### src/rtl/lsw_pkg.sv
package lsw_pkg;

  localparam int TEMP_W = 8;

  typedef enum logic [2:0] {
    ST_OFF     = 3'd0,
    ST_REARM   = 3'd1,
    ST_ON      = 3'd2,
    ST_REG_ON  = 3'd3,
    ST_REG_OFF = 3'd4,
    ST_HOT     = 3'd5
  } gate_st_e;

  // A window of len ticks expires on the edge that samples its len-th tick;
  // cnt holds the ticks already sampled since entry.
  function automatic logic window_done(int cnt, logic tick, int len);
    return tick && ((cnt + 1) >= len);
  endfunction

  // Hard shutdown: trips above trip, holds down to trip-hyst inclusive.
  function automatic logic tsd_next(int temp, logic prev, int trip, int hyst);
    return (temp > trip) || (prev && ((temp + hyst) >= trip));
  endfunction

  // Fold-back: trips at trip only while limiting, holds while above rel.
  function automatic logic fold_next(int temp, logic prev, logic ilim,
                                     int trip, int rel);
    return (ilim && (temp >= trip)) || (prev && (temp > rel));
  endfunction

  function automatic int max3(int a, int b, int c);
    int m;
    m = (a > b) ? a : b;
    return (m > c) ? m : c;
  endfunction

endpackage

### src/rtl/lsw_ms_timer.sv
module lsw_ms_timer #(
  parameter int CNT_W = 5
) (
  input  logic             clk,
  input  logic             rst_n,
  input  logic             clr,
  input  logic             tick,
  output logic [CNT_W-1:0] cnt
);

  localparam logic [CNT_W-1:0] CNT_MAX = {CNT_W{1'b1}};

  logic at_max;
  assign at_max = (cnt == CNT_MAX);

  always_ff @(posedge clk or negedge rst_n) begin
    if (!rst_n)            cnt <= '0;
    else if (clr)          cnt <= '0;
    else if (tick && !at_max) cnt <= cnt + 1'b1;
  end

  // the window counter saturates instead of wrapping to zero
  p_cnt_sat_r3: assert property (@(posedge clk) disable iff (!rst_n)
    (at_max && !clr) |=> (cnt == CNT_MAX));

endmodule

### src/rtl/lsw_thermal_mon.sv
module lsw_thermal_mon
  import lsw_pkg::*;
#(
  parameter int TSD_TRIP  = 140,
  parameter int TSD_HYST  = 20,
  parameter int FOLD_TRIP = 125,
  parameter int FOLD_REL  = 115
) (
  input  logic              clk,
  input  logic              rst_n,
  input  logic [TEMP_W-1:0] die_temp,
  input  logic              ilim_act,
  output logic              tsd_act,
  output logic              fold_act
);

  localparam int TSD_REL = TSD_TRIP - TSD_HYST;

  logic tsd_q;
  logic fold_q;

  assign tsd_act  = tsd_next(int'(die_temp), tsd_q, TSD_TRIP, TSD_HYST);
  assign fold_act = fold_next(int'(die_temp), fold_q, ilim_act,
                              FOLD_TRIP, FOLD_REL);

  always_ff @(posedge clk or negedge rst_n) begin
    if (!rst_n) begin
      tsd_q  <= 1'b0;
      fold_q <= 1'b0;
    end else begin
      tsd_q  <= tsd_act;
      fold_q <= fold_act;
    end
  end

  // an armed shutdown stays armed inside the hysteresis band
  p_tsd_band_r9: assert property (@(posedge clk) disable iff (!rst_n)
    (tsd_q && (int'(die_temp) >= TSD_REL)) |-> tsd_act);

  // fold-back releases once the temperature reaches the release point
  p_fold_release_r10: assert property (@(posedge clk) disable iff (!rst_n)
    (!ilim_act && (int'(die_temp) <= FOLD_REL)) |-> !fold_act);

endmodule

### src/rtl/lsw_gate_fsm.sv
module lsw_gate_fsm
  import lsw_pkg::*;
(
  input  logic     clk,
  input  logic     rst_n,
  input  logic     uv_low,
  input  logic     en_n,
  input  logic     rev_det,
  input  logic     ilim_act,
  input  logic     therm_trip,
  input  logic     rearm_done,
  input  logic     on_done,
  input  logic     off_done,
  output gate_st_e st,
  output logic     tmr_clr
);

  gate_st_e nxt;
  logic     fault_free;

  assign fault_free = !therm_trip && !rev_det && !en_n;

  always_comb begin
    nxt = st;
    if (uv_low)                          nxt = ST_REARM;
    else if (st == ST_REARM && !rearm_done) nxt = ST_REARM;
    else if (therm_trip)                 nxt = ST_HOT;
    else if (rev_det)                    nxt = ST_OFF;
    else if (en_n)                       nxt = ST_OFF;
    else begin
      unique case (st)
        ST_ON:      nxt = ilim_act ? ST_REG_ON : ST_ON;
        ST_REG_ON:  nxt = !ilim_act ? ST_ON : (on_done ? ST_REG_OFF : ST_REG_ON);
        ST_REG_OFF: nxt = off_done ? ST_REG_ON : ST_REG_OFF;
        default:    nxt = ST_ON;
      endcase
    end
  end

  // every window restarts on entry; undervoltage holds the re-arm window at zero
  assign tmr_clr = (nxt != st) || uv_low;

  always_ff @(posedge clk or negedge rst_n) begin
    if (!rst_n) st <= ST_REARM;
    else        st <= nxt;
  end

  // undervoltage wins over every other input
  p_uv_rearm_r2: assert property (@(posedge clk) disable iff (!rst_n)
    uv_low |=> (st == ST_REARM));

  // no exit from re-arm before the window expires
  p_rearm_hold_r3: assert property (@(posedge clk) disable iff (!rst_n)
    (st == ST_REARM && !rearm_done) |=> (st == ST_REARM));

  // a disable with no higher fault lands in OFF
  p_disable_off_r4: assert property (@(posedge clk) disable iff (!rst_n)
    (st != ST_REARM && !uv_low && !therm_trip && !rev_det && en_n)
      |=> (st == ST_OFF));

  // current limit in ON enters the regulated-on window
  p_enter_reg_r5: assert property (@(posedge clk) disable iff (!rst_n)
    (st == ST_ON && !uv_low && fault_free && ilim_act) |=> (st == ST_REG_ON));

  // cool-down window is not cut short
  p_cool_hold_r7: assert property (@(posedge clk) disable iff (!rst_n)
    (st == ST_REG_OFF && !uv_low && fault_free && !off_done)
      |=> (st == ST_REG_OFF));

  // reverse voltage below thermal priority forces OFF
  p_reverse_off_r8: assert property (@(posedge clk) disable iff (!rst_n)
    (st != ST_REARM && !uv_low && !therm_trip && rev_det) |=> (st == ST_OFF));

endmodule

### src/rtl/lsw_guard_ctrl.sv
module lsw_guard_ctrl
  import lsw_pkg::*;
#(
  parameter int REARM_MS    = 12,
  parameter int REG_ON_MS   = 2,
  parameter int REG_OFF_MS  = 24,
  parameter int TSD_TRIP_C  = 140,
  parameter int TSD_HYST_C  = 20,
  parameter int FOLD_TRIP_C = 125,
  parameter int FOLD_REL_C  = 115
) (
  input  logic              clk,
  input  logic              rst_n,
  input  logic              en_n,
  input  logic              uv_low,
  input  logic              rev_det,
  input  logic              ilim_act,
  input  logic [TEMP_W-1:0] die_temp,
  input  logic              tick_ms,
  output logic              sw_on,
  output logic [2:0]        state_code
);

  localparam int MAX_WIN = max3(REARM_MS, REG_ON_MS, REG_OFF_MS);
  localparam int CNT_W   = $clog2(MAX_WIN + 1);

  gate_st_e         st;
  logic [CNT_W-1:0] win_cnt;
  logic             tmr_clr;
  logic             tsd_act;
  logic             fold_act;
  logic             therm_trip;
  logic             rearm_done;
  logic             on_done;
  logic             off_done;

  lsw_thermal_mon #(
    .TSD_TRIP  (TSD_TRIP_C),
    .TSD_HYST  (TSD_HYST_C),
    .FOLD_TRIP (FOLD_TRIP_C),
    .FOLD_REL  (FOLD_REL_C)
  ) u_therm (
    .clk      (clk),
    .rst_n    (rst_n),
    .die_temp (die_temp),
    .ilim_act (ilim_act),
    .tsd_act  (tsd_act),
    .fold_act (fold_act)
  );

  assign therm_trip = tsd_act || fold_act;

  lsw_ms_timer #(.CNT_W(CNT_W)) u_timer (
    .clk   (clk),
    .rst_n (rst_n),
    .clr   (tmr_clr),
    .tick  (tick_ms),
    .cnt   (win_cnt)
  );

  assign rearm_done = window_done(int'(win_cnt), tick_ms, REARM_MS);
  assign on_done    = window_done(int'(win_cnt), tick_ms, REG_ON_MS);
  assign off_done   = window_done(int'(win_cnt), tick_ms, REG_OFF_MS);

  lsw_gate_fsm u_fsm (
    .clk        (clk),
    .rst_n      (rst_n),
    .uv_low     (uv_low),
    .en_n       (en_n),
    .rev_det    (rev_det),
    .ilim_act   (ilim_act),
    .therm_trip (therm_trip),
    .rearm_done (rearm_done),
    .on_done    (on_done),
    .off_done   (off_done),
    .st         (st),
    .tmr_clr    (tmr_clr)
  );

  assign sw_on      = (st == ST_ON) || (st == ST_REG_ON);
  assign state_code = st;

  // a hot die outside re-arm is shut down at the next edge
  p_tsd_trip_r9: assert property (@(posedge clk) disable iff (!rst_n)
    (!uv_low && st != ST_REARM && int'(die_temp) > TSD_TRIP_C)
      |=> (state_code == 3'd5 && !sw_on));

  // fold-back under current limit switches the path off
  p_fold_trip_r10: assert property (@(posedge clk) disable iff (!rst_n)
    (!uv_low && st != ST_REARM && ilim_act && int'(die_temp) >= FOLD_TRIP_C)
      |=> !sw_on);

  // thermal outranks reverse voltage
  p_therm_over_rev_r11: assert property (@(posedge clk) disable iff (!rst_n)
    (!uv_low && st != ST_REARM && therm_trip && rev_det) |=> (state_code == 3'd5));

endmodule

### config.mk
export PLATFORM = sky130hd
export DESIGN_NAME = lsw_guard_ctrl
export DESIGN_NICKNAME = d
export VERILOG_FILES = /design/src/rtl/lsw_pkg.sv /design/src/rtl/lsw_ms_timer.sv /design/src/rtl/lsw_thermal_mon.sv /design/src/rtl/lsw_gate_fsm.sv /design/src/rtl/lsw_guard_ctrl.sv
export SDC_FILE = /design/constraint.sdc
export NUM_CORES = 1
export LEC_CHECK = 0
export ABC_CLOCK_PERIOD_IN_PS = 3250
export BUFFER_PORTS_ARGS = -buffer_cell sky130_fd_sc_hd__buf_2
export CAP_MARGIN = 5
export CORE_MARGIN = 2
export CORE_UTILIZATION = 35
export DETAILED_ROUTE_END_ITERATION = 10
export PLACE_DENSITY = 0.54
export SYNTH_ARGS = -nofsm -noshare
export SYNTH_HDL_FRONTEND = slang
export SYNTH_SLANG_ARGS = --single-unit
### constraint.sdc
create_clock -name clk -period 3.25 [get_ports clk]
set_clock_uncertainty 0.1 [all_clocks]
set_input_delay 0.65 -clock clk [delete_from_list [all_inputs] [get_ports clk]]
set_output_delay 0.65 -clock clk [all_outputs]
set_load 0.03 [all_outputs]
==> flow_summary.toml <==
[run_status]
status = "completed"

[finish]
layout.nets = 151
diodes = 0
multi_input_area_sq_um = 662
final_cell_mix = "buf_2, nand2_1, dfrtp_1"
fill_cells = 259
drive_above_1_share_pct = 27.3
regArea_sq_um = 251
final_common_cell = "buf_2"
stdcell_area_sq_mm = 0.00111
areaGrowthSynthToFinish_pct = 16.6

[worst_setup_path]
critPathMaxFanout = 6
cp-end-kind = "flop"
cpMaxStageDelayCell = "dfrtp_1"
max_stage_delay_ns = 0.44
crit_type = "reg -> reg"
cp_cell_sequence = "ha_1 > and3_1 > ha_1 > o311ai_2 > a31oi_1 > a2111oi_2 > a31oi_1 > o22ai_2 > nor3_2"
worst_ep_arrival_time_ns = 2.98
r2r_setup_slack_ns = 0.30
cp.required_ns = 3.28
critPathLaunchType = "flop"
critical-path-top-delay-family = "compound AO/OA/AOI/OAI gates"
critPathBufInv = 0

[clock_network]
cts_tree = "done"
cts_buffers = 3
cts_hold_buffers = 0
clockBufferDepth = 2
cts_resized = 0
cts.sinks = 10
postCtsSetupBuffers = 0
clk_latency_ns = 0.26
clk_pin_slew_worst_paths_ns = 0.07
cts_root_buffer = "clkbuf_4"
htree_levels = 1

[placement]
place_hpwl_um = 1670
place_ws_ns = 0.251
port_buffers = 18
placed_cell_area_sq_mm = 0.00108
gp_congestion = 0.871

[logic_synthesis]
ys_types = 44
synth-edff-count = 0
synth_area_sq_um = 956
yosys_warnings = 0
synthTopCellsByArea = "dfrtp_1, ha_1, nor3_2, mux2i_1, nand2_1"
syn_area_per_cell_sq_um = 8.93
ys_ff_latch = 10
ys.flop_type = "dfrtp_1"
synth_top_cell_by_area = "dfrtp_1"
synth_top_area_share_pct = 23.6
syn_inst = 107
synth_fp_nets = 129
synth_seq_area_share_pct = 26.3
ys_async_sr_fraction_pct = 100

[sta]
worstMarginPinSlew_ns = 0.397
fin_crit_ns = 2.95
setup_viol = 0
slew_viol_final = 0
max_freq_mhz = 339
worst_slack_ns = 0.300
timing.slew.headroom_pct = 73.4
finalSetupTns_ns = 0
hold_violations = 0
post-route-period-util_pct = 90.8
rsz0062_at_grt = "false"

[detailed_routing]
num_vias = 881
vias_per_cell = 5.58
ant_nets = 0
dr.first_iter.drc_count = 15
detail_route.wl_per_cell_um = 12.5
wl_um = 1970
drcViolationCount = 0
first_pass_iters = 3

[grt]
overflow = 0
grt_max_degree = 11
antenna_found_initial = 0
grt_pass1_vias = 850
grtUsageTotal_pct = 13.8
grt_pass1_wl_um = 3570

[flow_run]
maxCapViolations = 0

[floorplan]
die-area_sq_mm = 0.00317
initial_core_util_pct = 37.9
core_sq_mm = 0.00252
rows = 18
die_x_um = 56.3
ioPinCount = 19
die_h_um = 56.3

[power]
powerDensity_mw_per_mm2 = 271
p_total_mw = 0.302
worst_ir_drop_vdd_mv = 0.131
p_leak_nw = 0.497

[hold_path]
worstHoldPathType = "in -> async"
-- synth_stat cells, drive strengths merged, types with 4 or more instances --
cell	n
ha	7
nand3	5
a31oi	5
o22ai	4
nor3b	4
dfrtp	9
nor2	6
mux2i	4
nor3	7
nand2	10
inv	6
-- final timing paths --
check                      cells after the start             end      startpoint
max in group asynchronous                      1     u_fsm.st[0]           rst_n
min reg2reg                                    2  u_therm.fold_q  u_therm.fold_q
max reg2reg                                    9  u_timer.cnt[3]  u_timer.cnt[0]
min                                            1     u_fsm.st[2]           rst_n
max                                            9  u_timer.cnt[3]  u_timer.cnt[0]
min in group clk                               2  u_therm.fold_q  u_therm.fold_q
-- cell families (layout without fill, tap and decap cells) --
| kind of cell | count (synthesis) | in the layout | share of synthesized area, % |
|---|---|---|---|
| simple gates | 50 | 50 | 33.4 |
| compound gates | 23 | 23 | 18.8 |
| flops | 10 | 10 | 26.3 |
| buf+inv | 9 | 30 | 4.45 |
| fa+ha+maj | 7 | 7 | 9.16 |
| xor+xnor | 4 | 4 | 3.67 |
| mux | 4 | 4 | 4.19 |
-- layout make-up --
type                    instances  share of cell area, %
repair buffers                 20                   9.43
well taps                      30                   3.37
multi-input cells              88                   59.4
clock buffers                   4                   3.25
flip-flops and latches         10                   22.6
inverters                       6                   2.02
-- report_power, final --
group	internal, mW	switching (mW)	total [mW]
registers	0.129	0.00546	0.135
logic	0.0255	0.0334	0.0590
clock network	0.0679	0.0403	0.108
total	0.223	0.0792	0.302
-- per-layer routing --
metal	wire, um	vias up	global-route usage [%]	share of wire, %
met5	0	-	0	0
li1	-	447	-	-
met1	980	416	18.5	50
met2	881	18	21.8	45
met4	0	0	4.42	0
met3	106	0	3.46	5.4
-- flip-flops by register name, indices dropped and copies added, names as in the netlist --
signal and flops:
u_timer.cnt 5, u_fsm.st 3, u_therm.fold_q 1, u_therm.tsd_q 1
-- stage by stage --
| stage | util, % | hold WS (ns) | instances |
|---|---|---|---|
| 3_5_place_dp | 42.8 | 0.430 | 154 |
| 5_1_grt | 44.2 | 0.146 | 158 |
| 4_1_cts | 44.2 | 0.142 | 158 |
| 3_3_place_gp | 42.8 | 0.425 | 154 |
| 2_1_floorplan | - | 0.254 | 107 |
| 6_report | 44.2 | 0.144 | 158 |
Power figures use the tool's default switching activity.
